**config.mk**
```make
export PLATFORM = sky130hd
export DESIGN_NAME = flop_host_regs
export DESIGN_NICKNAME = d
export VERILOG_FILES = /design/src/rtl/fdcr_pkg.sv /design/src/rtl/fdcr_rst_ctl.sv /design/src/rtl/fdcr_edge_stat.sv /design/src/rtl/fdcr_drive_dec.sv /design/src/rtl/flop_host_regs.sv
export SDC_FILE = /design/constraint.sdc
export NUM_CORES = 1
export LEC_CHECK = 0
export BUFFER_PORTS_ARGS = -buffer_cell sky130_fd_sc_hd__buf_2
export CORE_ASPECT_RATIO = 0.8
export CORE_MARGIN = 1
export CORE_UTILIZATION = 34
export CTS_CLUSTER_SIZE = 28
export DETAILED_ROUTE_END_ITERATION = 6
export GPL_TIMING_DRIVEN = 0
export MAX_ROUTING_LAYER = met4
export PLACE_DENSITY = 0.7
export SKIP_CTS_REPAIR_TIMING = 1
export SLEW_MARGIN = 20
export SYNTH_ARGS = -nofsm -noshare
export SYNTH_HDL_FRONTEND = slang
export SYNTH_SLANG_ARGS = --single-unit
```
**constraint.sdc**
```tcl
create_clock -name clk -period 1.35 [get_ports clk]
set_input_delay 0.2025 -clock clk [delete_from_list [all_inputs] [get_ports clk]]
set_output_delay 0.2025 -clock clk [all_outputs]
set_load 0.02 [all_outputs]
```
**src/rtl/fdcr_pkg.sv**
```systemverilog
package fdcr_pkg;
    localparam int          DW        = 8;
    localparam int          AW        = 3;
    localparam logic [1:0]  MODE_AT   = 2'd0;
    localparam logic [1:0]  MODE_PS2  = 2'd1;
    localparam logic [1:0]  MODE_M30  = 2'd2;
    localparam logic [AW-1:0] OFS_STA  = 3'd0;
    localparam logic [AW-1:0] OFS_STB  = 3'd1;
    localparam logic [AW-1:0] OFS_DOUT = 3'd2;
    localparam logic [AW-1:0] OFS_TAPE = 3'd3;
    localparam logic [AW-1:0] OFS_RATE = 3'd4;
    localparam logic [AW-1:0] OFS_DATA = 3'd5;
    localparam logic [AW-1:0] OFS_DIN  = 3'd7;
    localparam logic [1:0]  RATE_RST  = 2'b10;

    typedef enum logic [1:0] {
        ST_HOLD  = 2'd0,
        ST_RUN   = 2'd1,
        ST_PULSE = 2'd2
    } rst_state_e;
endpackage

```
**src/rtl/fdcr_rst_ctl.sv**
```systemverilog
module fdcr_rst_ctl
    import fdcr_pkg::*;
(
    input  logic clk,
    input  logic rst_n,
    input  logic dout_wr,
    input  logic dout_nrst_bit,
    input  logic dout_nrst_q,
    input  logic rate_wr,
    input  logic rate_rst_bit,
    output logic soft_rst
);
    rst_state_e state_q, state_d;

    always_ff @(posedge clk or negedge rst_n) begin
        if (!rst_n) state_q <= ST_HOLD;
        else        state_q <= state_d;
    end

    always_comb begin
        state_d = state_q;
        unique case (state_q)
            ST_HOLD:  if (dout_wr && dout_nrst_bit) state_d = ST_RUN;
            ST_RUN: begin
                if (rate_wr && rate_rst_bit)         state_d = ST_PULSE;
                else if (dout_wr && !dout_nrst_bit)  state_d = ST_HOLD;
            end
            ST_PULSE: state_d = dout_nrst_q ? ST_RUN : ST_HOLD;
            default:  state_d = ST_HOLD;
        endcase
    end

    always_comb begin
        unique case (state_q)
            ST_RUN:  soft_rst = 1'b0;
            default: soft_rst = 1'b1;
        endcase
    end
endmodule

```
**src/rtl/fdcr_edge_stat.sv**
```systemverilog
module fdcr_edge_stat #(
    parameter int SYNC_STAGES = 2
) (
    input  logic       clk,
    input  logic       rst_n,
    input  logic [1:0] pin_n,
    input  logic       step,
    input  logic       wgate,
    input  logic       sw_rst,
    input  logic       rd_clr,
    output logic [1:0] tog,
    output logic [1:0] pin_lat,
    output logic       wg_lat,
    output logic       step_lat
);
    localparam int LAST = SYNC_STAGES - 1;

    logic [1:0] pin_rise;
    logic       step_q, wgate_q;

    for (genvar g = 0; g < 2; g++) begin : g_pin
        logic [SYNC_STAGES-1:0] sync_q;
        logic                   prev_q;
        always_ff @(posedge clk or negedge rst_n) begin
            if (!rst_n) begin
                sync_q <= '1;
                prev_q <= 1'b1;
            end else begin
                sync_q <= {sync_q[SYNC_STAGES-2:0], pin_n[g]};
                prev_q <= sync_q[LAST];
            end
        end
        assign pin_rise[g] = sync_q[LAST] & ~prev_q;

        always_ff @(posedge clk or negedge rst_n) begin
            if (!rst_n) begin
                tog[g]     <= 1'b0;
                pin_lat[g] <= 1'b0;
            end else begin
                if (pin_rise[g]) tog[g] <= ~tog[g];
                if (pin_rise[g])  pin_lat[g] <= 1'b1;
                else if (rd_clr)  pin_lat[g] <= 1'b0;
            end
        end
    end

    always_ff @(posedge clk or negedge rst_n) begin
        if (!rst_n) begin
            step_q   <= 1'b0;
            wgate_q  <= 1'b0;
            wg_lat   <= 1'b0;
            step_lat <= 1'b0;
        end else begin
            step_q  <= step;
            wgate_q <= wgate;
            if (wgate && !wgate_q) wg_lat <= 1'b1;
            else if (rd_clr)       wg_lat <= 1'b0;
            if (sw_rst)                   step_lat <= 1'b0;
            else if (step && !step_q)     step_lat <= 1'b1;
            else if (rd_clr)              step_lat <= 1'b0;
        end
    end
endmodule

```
**src/rtl/fdcr_drive_dec.sv**
```systemverilog
module fdcr_drive_dec #(
    parameter int NUM_DRV = 2
) (
    input  logic [1:0]         sel,
    input  logic [NUM_DRV-1:0] mot,
    input  logic               swap,
    output logic [NUM_DRV-1:0] ds_n,
    output logic [NUM_DRV-1:0] mtr_n
);
    for (genvar i = 0; i < NUM_DRV; i++) begin : g_drv
        logic lg;
        assign lg       = (i != 0) ^ swap;
        assign ds_n[i]  = ~((sel == {1'b0, lg}) && mot[lg]);
        assign mtr_n[i] = ~mot[lg];
    end
endmodule

```
**src/rtl/flop_host_regs.sv**
```systemverilog
module flop_host_regs
    import fdcr_pkg::*;
#(
    parameter int SYNC_STAGES = 2
) (
    input  logic       clk,
    input  logic       rst_n,
    input  logic [1:0] mode,
    input  logic       swap_drives,
    input  logic [2:0] addr,
    input  logic       wr_en,
    input  logic       rd_en,
    input  logic [7:0] wdata,
    output logic [7:0] rdata,
    output logic [7:0] rdata_oe,
    output logic       fifo_we,
    input  logic [7:0] msr_in,
    input  logic [7:0] fifo_in,
    input  logic       head_dir,
    input  logic       step,
    input  logic       wgate,
    input  logic       hdsel,
    input  logic       wprot_n,
    input  logic       index_n,
    input  logic       trk0_n,
    input  logic       dskchg_n,
    input  logic       force_dskchg_en,
    input  logic       force_dskchg_val,
    input  logic       rddat_n,
    input  logic       wrdat_n,
    input  logic       intr_in,
    input  logic       drq_in,
    input  logic       dack_n_in,
    input  logic       tc_in,
    output logic       intr_out,
    output logic       drq_out,
    output logic       drq_oe,
    output logic       dack_n_out,
    output logic       tc_out,
    output logic       soft_rst,
    output logic [1:0] ds_n,
    output logic [1:0] mtr_n,
    output logic [1:0] density,
    output logic [2:0] precomp
);
    logic [DW-1:0] dout_q;
    logic [1:0]    tape_q, rate_q;
    logic [2:0]    pc_q;
    logic          is_ps2, is_m30, hs_en;
    logic          dout_wr, tape_wr, rate_wr, ccr_wr, din_clr;
    logic [1:0]    tog, pin_lat;
    logic          wg_lat, step_lat;
    logic [7:0]    sta_v, stb_v;

    assign is_ps2  = (mode == MODE_PS2);
    assign is_m30  = (mode == MODE_M30);
    assign dout_wr = wr_en && (addr == OFS_DOUT);
    assign tape_wr = wr_en && (addr == OFS_TAPE);
    assign rate_wr = wr_en && (addr == OFS_RATE);
    assign ccr_wr  = wr_en && (addr == OFS_DIN);
    assign fifo_we = wr_en && (addr == OFS_DATA);
    assign din_clr = rd_en && (addr == OFS_DIN) && is_m30;

    always_ff @(posedge clk or negedge rst_n) begin
        if (!rst_n) begin
            dout_q <= '0;
            tape_q <= '0;
            rate_q <= RATE_RST;
            pc_q   <= '0;
        end else begin
            if (dout_wr) dout_q <= wdata;
            if (tape_wr) tape_q <= wdata[1:0];
            if (rate_wr) begin
                rate_q <= wdata[1:0];
                pc_q   <= wdata[4:2];
            end else if (ccr_wr) begin
                rate_q <= wdata[1:0];
            end
        end
    end

    fdcr_rst_ctl u_rst (
        .clk(clk), .rst_n(rst_n),
        .dout_wr(dout_wr), .dout_nrst_bit(wdata[2]), .dout_nrst_q(dout_q[2]),
        .rate_wr(rate_wr), .rate_rst_bit(wdata[7]),
        .soft_rst(soft_rst)
    );

    fdcr_edge_stat #(.SYNC_STAGES(SYNC_STAGES)) u_edge (
        .clk(clk), .rst_n(rst_n),
        .pin_n({wrdat_n, rddat_n}), .step(step), .wgate(wgate),
        .sw_rst(soft_rst), .rd_clr(din_clr),
        .tog(tog), .pin_lat(pin_lat), .wg_lat(wg_lat), .step_lat(step_lat)
    );

    fdcr_drive_dec #(.NUM_DRV(2)) u_drv (
        .sel(dout_q[1:0]), .mot(dout_q[5:4]), .swap(swap_drives),
        .ds_n(ds_n), .mtr_n(mtr_n)
    );

    assign hs_en      = is_ps2 || dout_q[3];
    assign intr_out   = intr_in & hs_en;
    assign drq_out    = drq_in & hs_en;
    assign drq_oe     = hs_en;
    assign dack_n_out = dack_n_in | ~hs_en;
    assign tc_out     = tc_in & hs_en;
    assign density    = rate_q;
    assign precomp    = pc_q;

    always_comb begin
        if (is_m30) begin
            sta_v = {intr_out, drq_in, step_lat, ~trk0_n, ~hdsel, ~index_n, ~wprot_n, ~head_dir};
            stb_v = {1'b1, ds_n[1], ds_n[0], pin_lat[1], pin_lat[0], wg_lat, 2'b11};
        end else begin
            sta_v = {intr_out, 1'b1, step, trk0_n, hdsel, index_n, wprot_n, head_dir};
            stb_v = {2'b11, dout_q[0], tog[1], tog[0], wgate, dout_q[5], dout_q[4]};
        end
    end

    always_comb begin
        rdata    = '0;
        rdata_oe = '0;
        if (rd_en) begin
            unique case (addr)
                OFS_STA:  if (is_ps2 || is_m30) begin rdata = sta_v; rdata_oe = '1; end
                OFS_STB:  if (is_ps2 || is_m30) begin rdata = stb_v; rdata_oe = '1; end
                OFS_DOUT: begin rdata = dout_q; rdata_oe = '1; end
                OFS_TAPE: begin rdata = {6'b0, tape_q}; rdata_oe = 8'h03; end
                OFS_RATE: begin rdata = msr_in; rdata_oe = '1; end
                OFS_DATA: begin rdata = fifo_in; rdata_oe = '1; end
                OFS_DIN:  begin
                    rdata    = {(force_dskchg_en ? force_dskchg_val : ~dskchg_n), 7'b0};
                    rdata_oe = 8'h80;
                end
                default: ;
            endcase
        end
    end
endmodule

```
==> impl_metrics.py, run 1 <==
metrics = {
    "route": {
        "dr.pass1.iters": 7,
        "finalWirelength_um": 5243,
        "wl_per_cell_um": 14.94,
        "vias": 1745,
        "drtIter0Drc": 80,
        "viasPerCell": 4.972,
        "ant_nets": 0,
        "drcViolationCount": 9,
    },
    "floorplan": {
        "initial_core_util": 0.3619,
        "rows": 23,
        "core_area_um2": 5151,
        "die_y_um": 68.23,
        "die_x_um": 84.79,
        "io_pins": 82,
        "die_area_um2": 5785,
    },
    "clock_network": {
        "clockRootBuffer": "clkbuf_8",
        "cts_made_buffers": 5,
        "cts_buffer_depth": 2,
        "htreeDepth": 2,
        "cts_tree": "yes",
        "clock_latency_ns": 0.28,
        "clk_pin_slew_worst_paths_ns": 0.07,
        "cts_sinks": 31,
    },
    "cells_and_area": {
        "finish.instance_area_um2": 2903,
        "diodes": 0,
        "drive_gt1_frac": 0.5917,
        "area_delta_synth_final_pct": 55.70,
        "layoutNonFillerInstCount": 351,
        "fin_nets": 340,
    },
    "logic_synthesis": {
        "synth_warnings": 0,
        "ys_seq_area_frac": 0.4208,
        "synthCells": 189,
        "syn_nets": 241,
        "synth.area.top_cells": "dfrtp_1 32%, dfstp_2 9.9%, mux2i_1 9.1%",
        "ys_ff_latch": 31,
        "syn_area_um2": 1864,
        "synth.top_cell.area_share": 0.3221,
        "synthDistinctLibCells": 40,
        "yosys.area.top_type": "dfrtp_1",
        "syn_area_per_cell_um2": 9.864,
    },
    "setup_path": {
        "required_ns": 1.15,
        "cp-start-kind": "flop",
        "path_class": "reg -> out",
        "path_max_fanout": 5,
        "cp_top_family": "compound AO/OA/AOI/OAI gates",
        "path_cells": "nor3b_4, a31oi_2, o221ai_2, a21oi_2, buf_6",
        "arrival_ns": 1.54,
        "crit_slowest_cell": "dfrtp_2",
        "critPathCaptureType": "output port",
        "cpPeakStageDelay_ns": 0.44,
        "crit_buf_inv": 1,
    },
    "sta": {
        "final-hold-violation-count": 24,
        "rsz0062_at_grt": "yes",
        "worst_slack_ns": -0.3892,
        "fin_setup_tns_ns": -2.903,
        "skew_ns": 0.007976,
        "setup_viol": 19,
        "maxSlewViolCount": 0,
        "whs_ns": -0.03747,
        "fmax_mhz": 575.0,
        "slew_headroom": 0.5436,
        "fin_crit_sh": 1.288,
        "min_period_ns": 1.739,
        "worst_pin_slew_ns": 0.6846,
    },
    "placement": {
        "gp_congestion": 0.8336,
        "port_buffers": 80,
        "hpwl_um": 3766,
        "placed_area_um2": 2419,
        "dpl.cell_count": 331,
    },
    "global_routing": {
        "antenna_found_initial": 0,
        "grt_first_pass_wirelength_um": 7521,
        "grt_max_degree": 32,
        "grt_usage": 0.1762,
        "grt_pass1_vias": 1524,
        "overflow": 0,
    },
    "power_and_ir_drop": {
        "p_total_mw": 3.292,
        "max-vdd-ir-drop_mv": 0.6100,
        "power_density_nw_per_um2": 1134,
        "leakagePower_nw": 1.360,
    },
    "status": {
        "status": "complete, but fails checks",
        "violations": "design-rule violations, negative hold slack, negative setup slack",
    },
    "job": {
        "drv_cap": 0,
    },
    "worst_hold_path": {
        "min_path_type": "in -> async",
    },
}
[layout make-up]
type                       count  area (um2)
sequential                    31       789.5
timing repair buffer          92       626.9
clock inverter                 2       35.03
inverter                       8       32.53
buffer                        14       137.6
fill                         461        2248
clock buffer                   6       82.58
tap                           62       77.57
multi-input combinational    136        1121
[path summary, 6_finish.rpt]
path | cells after the start | slack, ns | end | from
min reg2reg | 0 | 0.36 | u_edge.g_pin[1].sync_q[1] | u_edge.g_pin[1].sync_q[0]
max | 5 | -0.39 | rdata[5] | dout_q[4]
min in group clk | 1 | 0.02 | u_edge.g_pin[1].sync_q[0] | wrdat_n
min | 1 | -0.04 | u_edge.pin_lat[0] | rst_n
max in group asynchronous | 1 | 0.90 | dout_q[0] | rst_n
max reg2reg | 2 | 0.41 | dout_q[4] | dout_q[4]
[metrics by stage]
| stage | worst slack [ns] | util |
|---|---|---|
| after CTS | -0.4976 | 0.4923 |
| final | -0.3892 | 0.5635 |
| after detailed placement | -0.4895 | 0.4695 |
| after floorplan | -0.1058 | - |
| after global placement | -0.4632 | 0.4695 |
| after global routing | -0.4957 | 0.5635 |
[flip-flops by register name, indices dropped and copies added (netlist names)]
signal / cells
dout_q: 8
u_edge.g_pin.sync_q: 4
precomp: 3
density: 2
tape_q: 2
u_edge.g_pin.prev_q: 2
u_edge.pin_lat: 2
u_edge.tog: 2
u_rst.state_q: 2
u_edge.step_lat: 1
u_edge.step_q: 1
u_edge.wg_lat: 1
u_edge.wgate_q: 1
[metal layers]
metal	up-vias	global-route usage	wire length, um
met4	0	0.04237	12
li1	857	-	-
met2	63	0.2866	2488
met3	2	0.04222	295
met1	823	0.2255	2446
met5	-	-	0
[power by group]
| group | switching (mW) | internal (mW) | leakage (nW) |
|---|---|---|---|
| Combinational | 0.551 | 0.564 | 0.948 |
| Sequential | 0.137 | 1.11 | 0.350 |
| Clock | 0.333 | 0.596 | 0.0612 |
| Total | 1.02 | 2.27 | 1.36 |
[logic make-up (layout without fill, tap and decap cells)]
kind of cell,count (synthesis),after routing,share of synthesized area
compound gates,39,39,0.1363
buf+inv,22,122,0.06174
xor+xnor,8,8,0.03759
simple gates,56,56,0.1544
mux,31,31,0.1758
fa+ha+maj,2,2,0.01342
flops,31,31,0.4208
[synthesized netlist by cell type]
cell type	number
a21oi_1	10
mux2_2	14
inv_2	1
a21boi_0	1
o32a_1	1
o221ai_1	1
and3_1	1
o21ba_2	1
and2_1	1
nor2b_1	4
nand3b_1	1
o211ai_1	4
clkbuf_1	2
o21ai_1	1
buf_2	5
xor2_1	3
dfstp_2	7
or2_1	1
nor3_2	1
xnor2_1	5
dfrtp_1	24
inv_1	7
mux2i_1	17
ha_1	2
nor3b_1	2
nand2_1	20
o21ai_0	6
and4bb_1	1
o2111ai_1	1
a311o_1	1
o21a_1	1
or3_1	1
a31oi_1	5
nand2b_1	7
or2_2	2
o22ai_1	3
nor2_1	13
buf_4	7
nor3b_2	1
a221oi_1	3
[cells in the final DEF (no fill, tap or decap), drive strengths merged]
cell type / n
clkbuf: 8
o21ai: 7
mux2i: 17
inv: 8
dfrtp: 24
or3: 1
xnor2: 5
nor3b: 3
dfstp: 7
nor3: 1
nand3b: 1
buf: 104
or2: 3
o211ai: 4
a221oi: 3
bufinv: 1
a31oi: 5
xor2: 3
o2111ai: 1
nor2b: 4
and4bb: 1
a21boi: 1
o21a: 1
o221ai: 1
o32a: 1
nand2: 20
clkinv: 1
a21oi: 10
and3: 1
o22ai: 3
nor2: 13
ha: 2
a311o: 1
o21ba: 1
mux2: 14
nand2b: 7
and2: 1
[worst register-to-register path: stages, from the launching register on]
cell and delay (ns):
dfrtp_2 0.44, buf_4 0.14, mux2_2 0.24
No activity file was read; power rests on OpenSTA's default activity.
==> run 2: changes to the inputs <==
CAP_MARGIN = 0   (was not set)
CELL_PAD_IN_SITES_DETAIL_PLACEMENT = 0   (was not set)
CELL_PAD_IN_SITES_GLOBAL_PLACEMENT = 1   (was not set)
CORE_UTILIZATION = 31   (was 34)
PLACE_DENSITY = 0.82   (was 0.7)
==> run 2 against run 1 <==
Compared with the run above:
- the flow finishes with violations (negative hold slack, negative setup slack)
- sequential power about the same
- die area increased by 9.4%
- worst hold slack better by 0.0068 ns
- global-route usage decreased by 1.0 points
- fmax shrank 0.58%
- wire length grew 1.0%
- count of clock-buffer cells in the layout is 1 higher
- utilization fell by 4.0 points
- non-clock buffer count increased by 2
- sequential share of layout area shrank 0.38 points
- first-iteration DRC count down 25%
==> impl_metrics.py, run 2 (synthesis gave the netlist of run 1 again) <==
metrics = {
    "job": {
        "drv_cap": 0,
    },
    "sta": {
        "skew_ns": 0.004346,
        "whs_ns": -0.03071,
        "setup_viol": 18,
        "fin_crit_sh": 1.296,
        "maxSlewViolCount": 0,
        "final-hold-violation-count": 24,
        "worst_slack_ns": -0.3992,
        "fmax_mhz": 571.7,
        "slew_headroom": 0.5408,
        "worst_pin_slew_ns": 0.6888,
        "rsz0062_at_grt": "yes",
        "min_period_ns": 1.749,
    },
    "power_and_ir_drop": {
        "max-vdd-ir-drop_mv": 0.8518,
        "pwr-share-seq": 0.397,
        "clockPowerShare": 0.234,
        "power_density_nw_per_um2": 1065,
        "leakagePower_nw": 1.353,
        "switching_share": 0.3253,
        "comb_power_share": 0.369,
        "power.switching_mw": 1.018,
        "p_int_mw": 2.111,
    },
    "worst_hold_path": {
        "min_path_type": "in -> async",
    },
    "route": {
        "drtIter0Drc": 60,
        "dr.pass1.iters": 4,
        "drcViolationCount": 0,
        "ant_nets": 0,
        "finalWirelength_um": 5298,
        "vias": 1806,
        "viasPerCell": 4.894,
        "wl_per_cell_um": 14.36,
    },
    "clock_network": {
        "clk_pin_slew_worst_paths_ns": 0.06,
        "htreeDepth": 2,
        "cts_sinks": 31,
        "clock_latency_ns": 0.27,
        "cts_made_buffers": 5,
        "cts_buffer_depth": 2,
        "clockRootBuffer": "clkbuf_8",
        "cts_tree": "yes",
    },
    "placement": {
        "port_buffers": 80,
        "dpl.cell_count": 347,
        "gp_congestion": 0.8073,
        "placed_area_um2": 2439,
        "hpwl_um": 3857,
    },
    "global_routing": {
        "grt_pass1_vias": 1603,
        "grt_first_pass_wirelength_um": 7693,
        "antenna_found_initial": 0,
        "grt_usage": 0.1658,
        "overflow": 0,
        "grt_max_degree": 32,
    },
    "setup_path": {
        "path_cells": "nor3b_4, a31oi_2, o221ai_2, a21oi_2, buf_4",
        "crit_slowest_cell": "dfrtp_2",
        "required_ns": 1.15,
        "arrival_ns": 1.55,
        "critPathCaptureType": "output port",
        "path_class": "reg -> out",
        "path_max_fanout": 5,
        "cp-start-kind": "flop",
        "reg2reg_depth": 2,
        "cpPeakStageDelay_ns": 0.44,
    },
    "floorplan": {
        "rows": 24,
        "core_area_um2": 5615,
        "initial_core_util": 0.3320,
        "die_x_um": 88.70,
        "io_pins": 82,
        "die_y_um": 71.36,
        "die_area_um2": 6330,
    },
    "cells_and_area": {
        "fillerInstances": 518,
        "largest_register_ffs": 8,
        "layoutNonFillerInstCount": 369,
        "diodes": 0,
        "mostFrequentLayoutCells": "56 x buf_2, 25 x buf_6, 22 x buf_4, 21 x dfrtp_1, 19 x nand2_1",
        "fin_nets": 342,
        "finish.instance_area_um2": 2939,
        "area_delta_synth_final_pct": 57.65,
        "top_register": "dout_q",
        "final_common_cell": "buf_2",
        "drive_gt1_frac": 0.5876,
        "final-seq-area_um2": 788.3,
        "multi_input_area_um2": 1124,
        "fin_util": 0.5234,
    },
    "status": {
        "status": "complete, but fails checks",
        "violations": "negative hold slack, negative setup slack",
    },
}
run 2: cell count changes in the layout (fill, tap and decap cells not counted), moves of 2 or more:
| cell | before | now |
|---|---|---|
| buf_8 | 5 | 2 |
| buf_6 | 10 | 25 |
| buf_2 | 58 | 56 |
| buf_4 | 29 | 22 |
run 2: per-layer routing:
metal / share of wire / global-route usage
met1: 0.44 / 0.2204
met2: 0.48 / 0.2632
met3: 0.064 / 0.02765
met4: 0.0087 / 0.04301
met5: 0 / -
run 2: power by group through the flow:
stage | Sequential, mW | Clock [mW] | Combinational (mW)
floorplan | 1.26 | 0 | 0.567
CTS | 1.23 | 0.764 | 0.908
global route | 1.26 | 0.802 | 1.25
finish | 1.24 | 0.734 | 1.15
detailed placement | 1.25 | 0 | 0.905
global placement | 1.24 | 0 | 0.892
run 2: worst paths after layout:
path                                                 from  slack (ns)                   endpoint
worst max register to register                  dout_q[3]        0.43                  dout_q[3]
worst min-delay path                                rst_n       -0.03                 precomp[1]
min in group clk                                  rddat_n        0.02  u_edge.g_pin[0].sync_q[0]
worst min register to register  u_edge.g_pin[1].sync_q[0]        0.35  u_edge.g_pin[1].sync_q[1]
max in group asynchronous                           rst_n        0.89                  dout_q[4]
worst max-delay path                            dout_q[4]       -0.40                   rdata[5]
run 2: critical path: cells and delay by family (launching register included):
kind / cells / cell delay [ns]
AOI/OAI and AO/OA: 3 / 0.52
and+or+nand+nor: 1 / 0.16
buffers and inverters: 1 / 0.16
DFF: 1 / 0.44
run 2: final cells by class:
class / instances / area share
repair buffers: 95 / 0.2273
multi-input cells: 136 / 0.3823
well taps: 78 / 0.03321
flip-flops and latches: 31 / 0.2682
clock inverters: 1 / 0.001703
plain buffers: 13 / 0.04683
inverters: 8 / 0.01107
clock buffers: 7 / 0.02937
run 2: through the flow:
stage                     TNS (ns)  setup slack, ns  hold WS (ns)  total power [mW]
after floorplan            -0.2745          -0.1058      -0.09309             1.823
after global placement      -6.645          -0.4740        0.2764             2.132
after detailed placement    -6.846          -0.4851        0.2964             2.152
after CTS                   -6.522          -0.4923     -0.005445             2.904
after global routing        -4.120          -0.4763      0.006020             3.317
final                       -3.186          -0.3992      -0.03071             3.129
==> run 3: changes to the inputs <==
==> constraint.sdc (replaced) <==
create_clock -name clk -period 1.35 [get_ports clk]
set_input_delay 0.27 -clock clk [delete_from_list [all_inputs] [get_ports clk]]
set_output_delay 0.27 -clock clk [all_outputs]
set_load 0.02 [all_outputs]
==> run 3 against run 2 <==
Compared with the run above:
- the flow finishes with violations (negative setup slack)
- via count fell by 1.2%
- cell count fell by 0.54%
- fmax fell by 5.4%
- die area did not move
- global-route usage rose by 0.14 points
- critical endpoint unchanged
- largest cell class unchanged
- highest routed layer unchanged
==> impl_metrics.py, run 3 (synthesis gave the netlist of run 1 again) <==
metrics = {
    "status": {
        "status": "complete, but fails checks",
        "violations": "negative setup slack",
    },
    "cells_and_area": {
        "fin_nets": 340,
        "top_register": "dout_q",
        "final_common_cell": "buf_2",
        "diodes": 0,
        "fin_util": 0.5207,
        "mostFrequentLayoutCells": "58 x buf_2, 24 x buf_4, 21 x dfrtp_1, 19 x nand2_1",
        "area_delta_synth_final_pct": 56.85,
        "drive_gt1_frac": 0.5986,
        "fillerInstances": 522,
        "largest_register_ffs": 8,
    },
    "placement": {
        "hpwl_um": 3827,
        "port_buffers": 80,
        "gp_congestion": 0.8390,
    },
    "sta": {
        "min_period_ns": 1.849,
        "setup_viol": 24,
        "whs_ns": 0.02978,
        "worst_pin_slew_ns": 0.6820,
        "fin_crit_sh": 1.369,
        "final-hold-violation-count": 0,
        "slew_headroom": 0.5453,
        "rsz0062_at_grt": "yes",
        "skew_ns": 0.005108,
        "worst_slack_ns": -0.4987,
        "fmax_mhz": 540.9,
        "maxSlewViolCount": 0,
    },
    "route": {
        "ant_nets": 0,
        "dr.pass1.iters": 4,
        "drtIter0Drc": 50,
        "drcViolationCount": 0,
        "vias": 1784,
        "finalWirelength_um": 5307,
        "wl_per_cell_um": 14.46,
        "viasPerCell": 4.861,
    },
    "setup_path": {
        "path_cells": "buf_8, inv_4, ha_4, nor3_4, and2_4, o221ai_4, a21oi_2, buf_4",
        "crit_slowest_cell": "nor3_4",
        "cp_top_family": "simple AND/OR/NAND/NOR gates",
        "critPathCaptureType": "output port",
        "path_class": "in -> out",
        "path_max_fanout": 7,
        "required_ns": 1.08,
        "crit_buf_inv": 3,
        "cpPeakStageDelay_ns": 0.32,
        "arrival_ns": 1.58,
        "cp-start-kind": "input port",
    },
    "floorplan": {
        "io_pins": 82,
        "rows": 24,
        "initial_core_util": 0.3320,
        "die_area_um2": 6330,
        "die_x_um": 88.70,
        "core_area_um2": 5615,
        "die_y_um": 71.36,
    },
    "clock_network": {
        "cts_sinks": 31,
        "cts_tree": "yes",
        "clockRootBuffer": "clkbuf_8",
        "htreeDepth": 2,
        "cts_buffer_depth": 2,
        "clock_latency_ns": 0.28,
        "cts_made_buffers": 5,
        "clk_pin_slew_worst_paths_ns": 0.06,
    },
    "global_routing": {
        "antenna_found_initial": 0,
        "grt-busiest-layer": "met2",
        "grtUsageMet3": 0.03226,
        "grt_first_pass_wirelength_um": 7659,
        "grt_max_degree": 32,
        "grtUsageMet1": 0.2129,
        "use_met2": 0.2590,
        "grt_pass1_vias": 1627,
        "overflow": 0,
        "grt_usage": 0.1673,
    },
    "power_and_ir_drop": {
        "power_density_nw_per_um2": 1049,
        "leakagePower_nw": 1.336,
        "max-vdd-ir-drop_mv": 0.6006,
    },
    "job": {
        "drv_cap": 0,
    },
    "worst_hold_path": {
        "min_path_type": "in -> async",
    },
}
## run 3: cell count changes in the layout (fill, tap and decap cells not counted), moves of 2 or more
cell | previous run | this run
buf_6 | 25 | 17
buf_4 | 22 | 24
buf_2 | 56 | 58
clkbuf_4 | 0 | 2
o21ai_2 | 3 | 1
## run 3: through the flow
step	setup slack (ns)	area [um2]	TNS, ns	cells	total power [mW]
floorplan	-0.2408	1977	-1.359	189	1.834
global placement	-0.6106	2475	-9.870	347	2.146
detailed placement	-0.5851	2475	-10.22	347	2.159
CTS	-0.5864	2556	-8.511	355	2.856
global route	-0.5571	2924	-7.162	367	3.244
finish	-0.4987	2924	-6.021	367	3.067
## run 3: where the power goes
part	switching (mW)	internal [mW]
Sequential	0.134	1.11
Combinational	0.567	0.575
Clock	0.320	0.361
## run 3: worst paths after layout
check,from,endpoint,slack (ns),cells past startpoint
worst max-delay path,mode[0],rdata[5],-0.50,8
worst min-delay path,rst_n,precomp[0],0.03,1
worst max register to register,u_rst.state_q[0],u_rst.state_q[0],0.38,3
worst min register to register,u_edge.g_pin[0].sync_q[0],u_edge.g_pin[0].sync_q[1],0.35,0
max in group asynchronous,rst_n,dout_q[4],0.84,1
min in group clk,wrdat_n,u_edge.g_pin[1].sync_q[0],0.09,1
## run 3: cell type report
type / count / area [um2] / share of cell area
Inverter: 8 / 32.53 / 0.01113
Multi-Input combinational cell: 136 / 1164 / 0.3979
Clock buffer: 7 / 76.32 / 0.02610
Timing Repair Buffer: 93 / 630.6 / 0.2157
Tap cell: 78 / 97.59 / 0.03338
Buffer: 13 / 130.1 / 0.04450
Sequential cell: 31 / 788.3 / 0.2696
Clock inverter: 1 / 5.005 / 0.001712
## run 3: layer usage
layer,vias to the layer above,routed length [um],share of wire
met5,-,0,0
met4,0,102,0.019
met3,10,356,0.067
met2,70,2509,0.47
met1,846,2338,0.44
li1,858,-,-
## run 3: worst reg2reg max path, cell delays in order (launching register included)
cell and delay (ns):
dfrtp_1 0.42, mux2i_1 0.09, a311o_1 0.31, o21ai_0 0.07
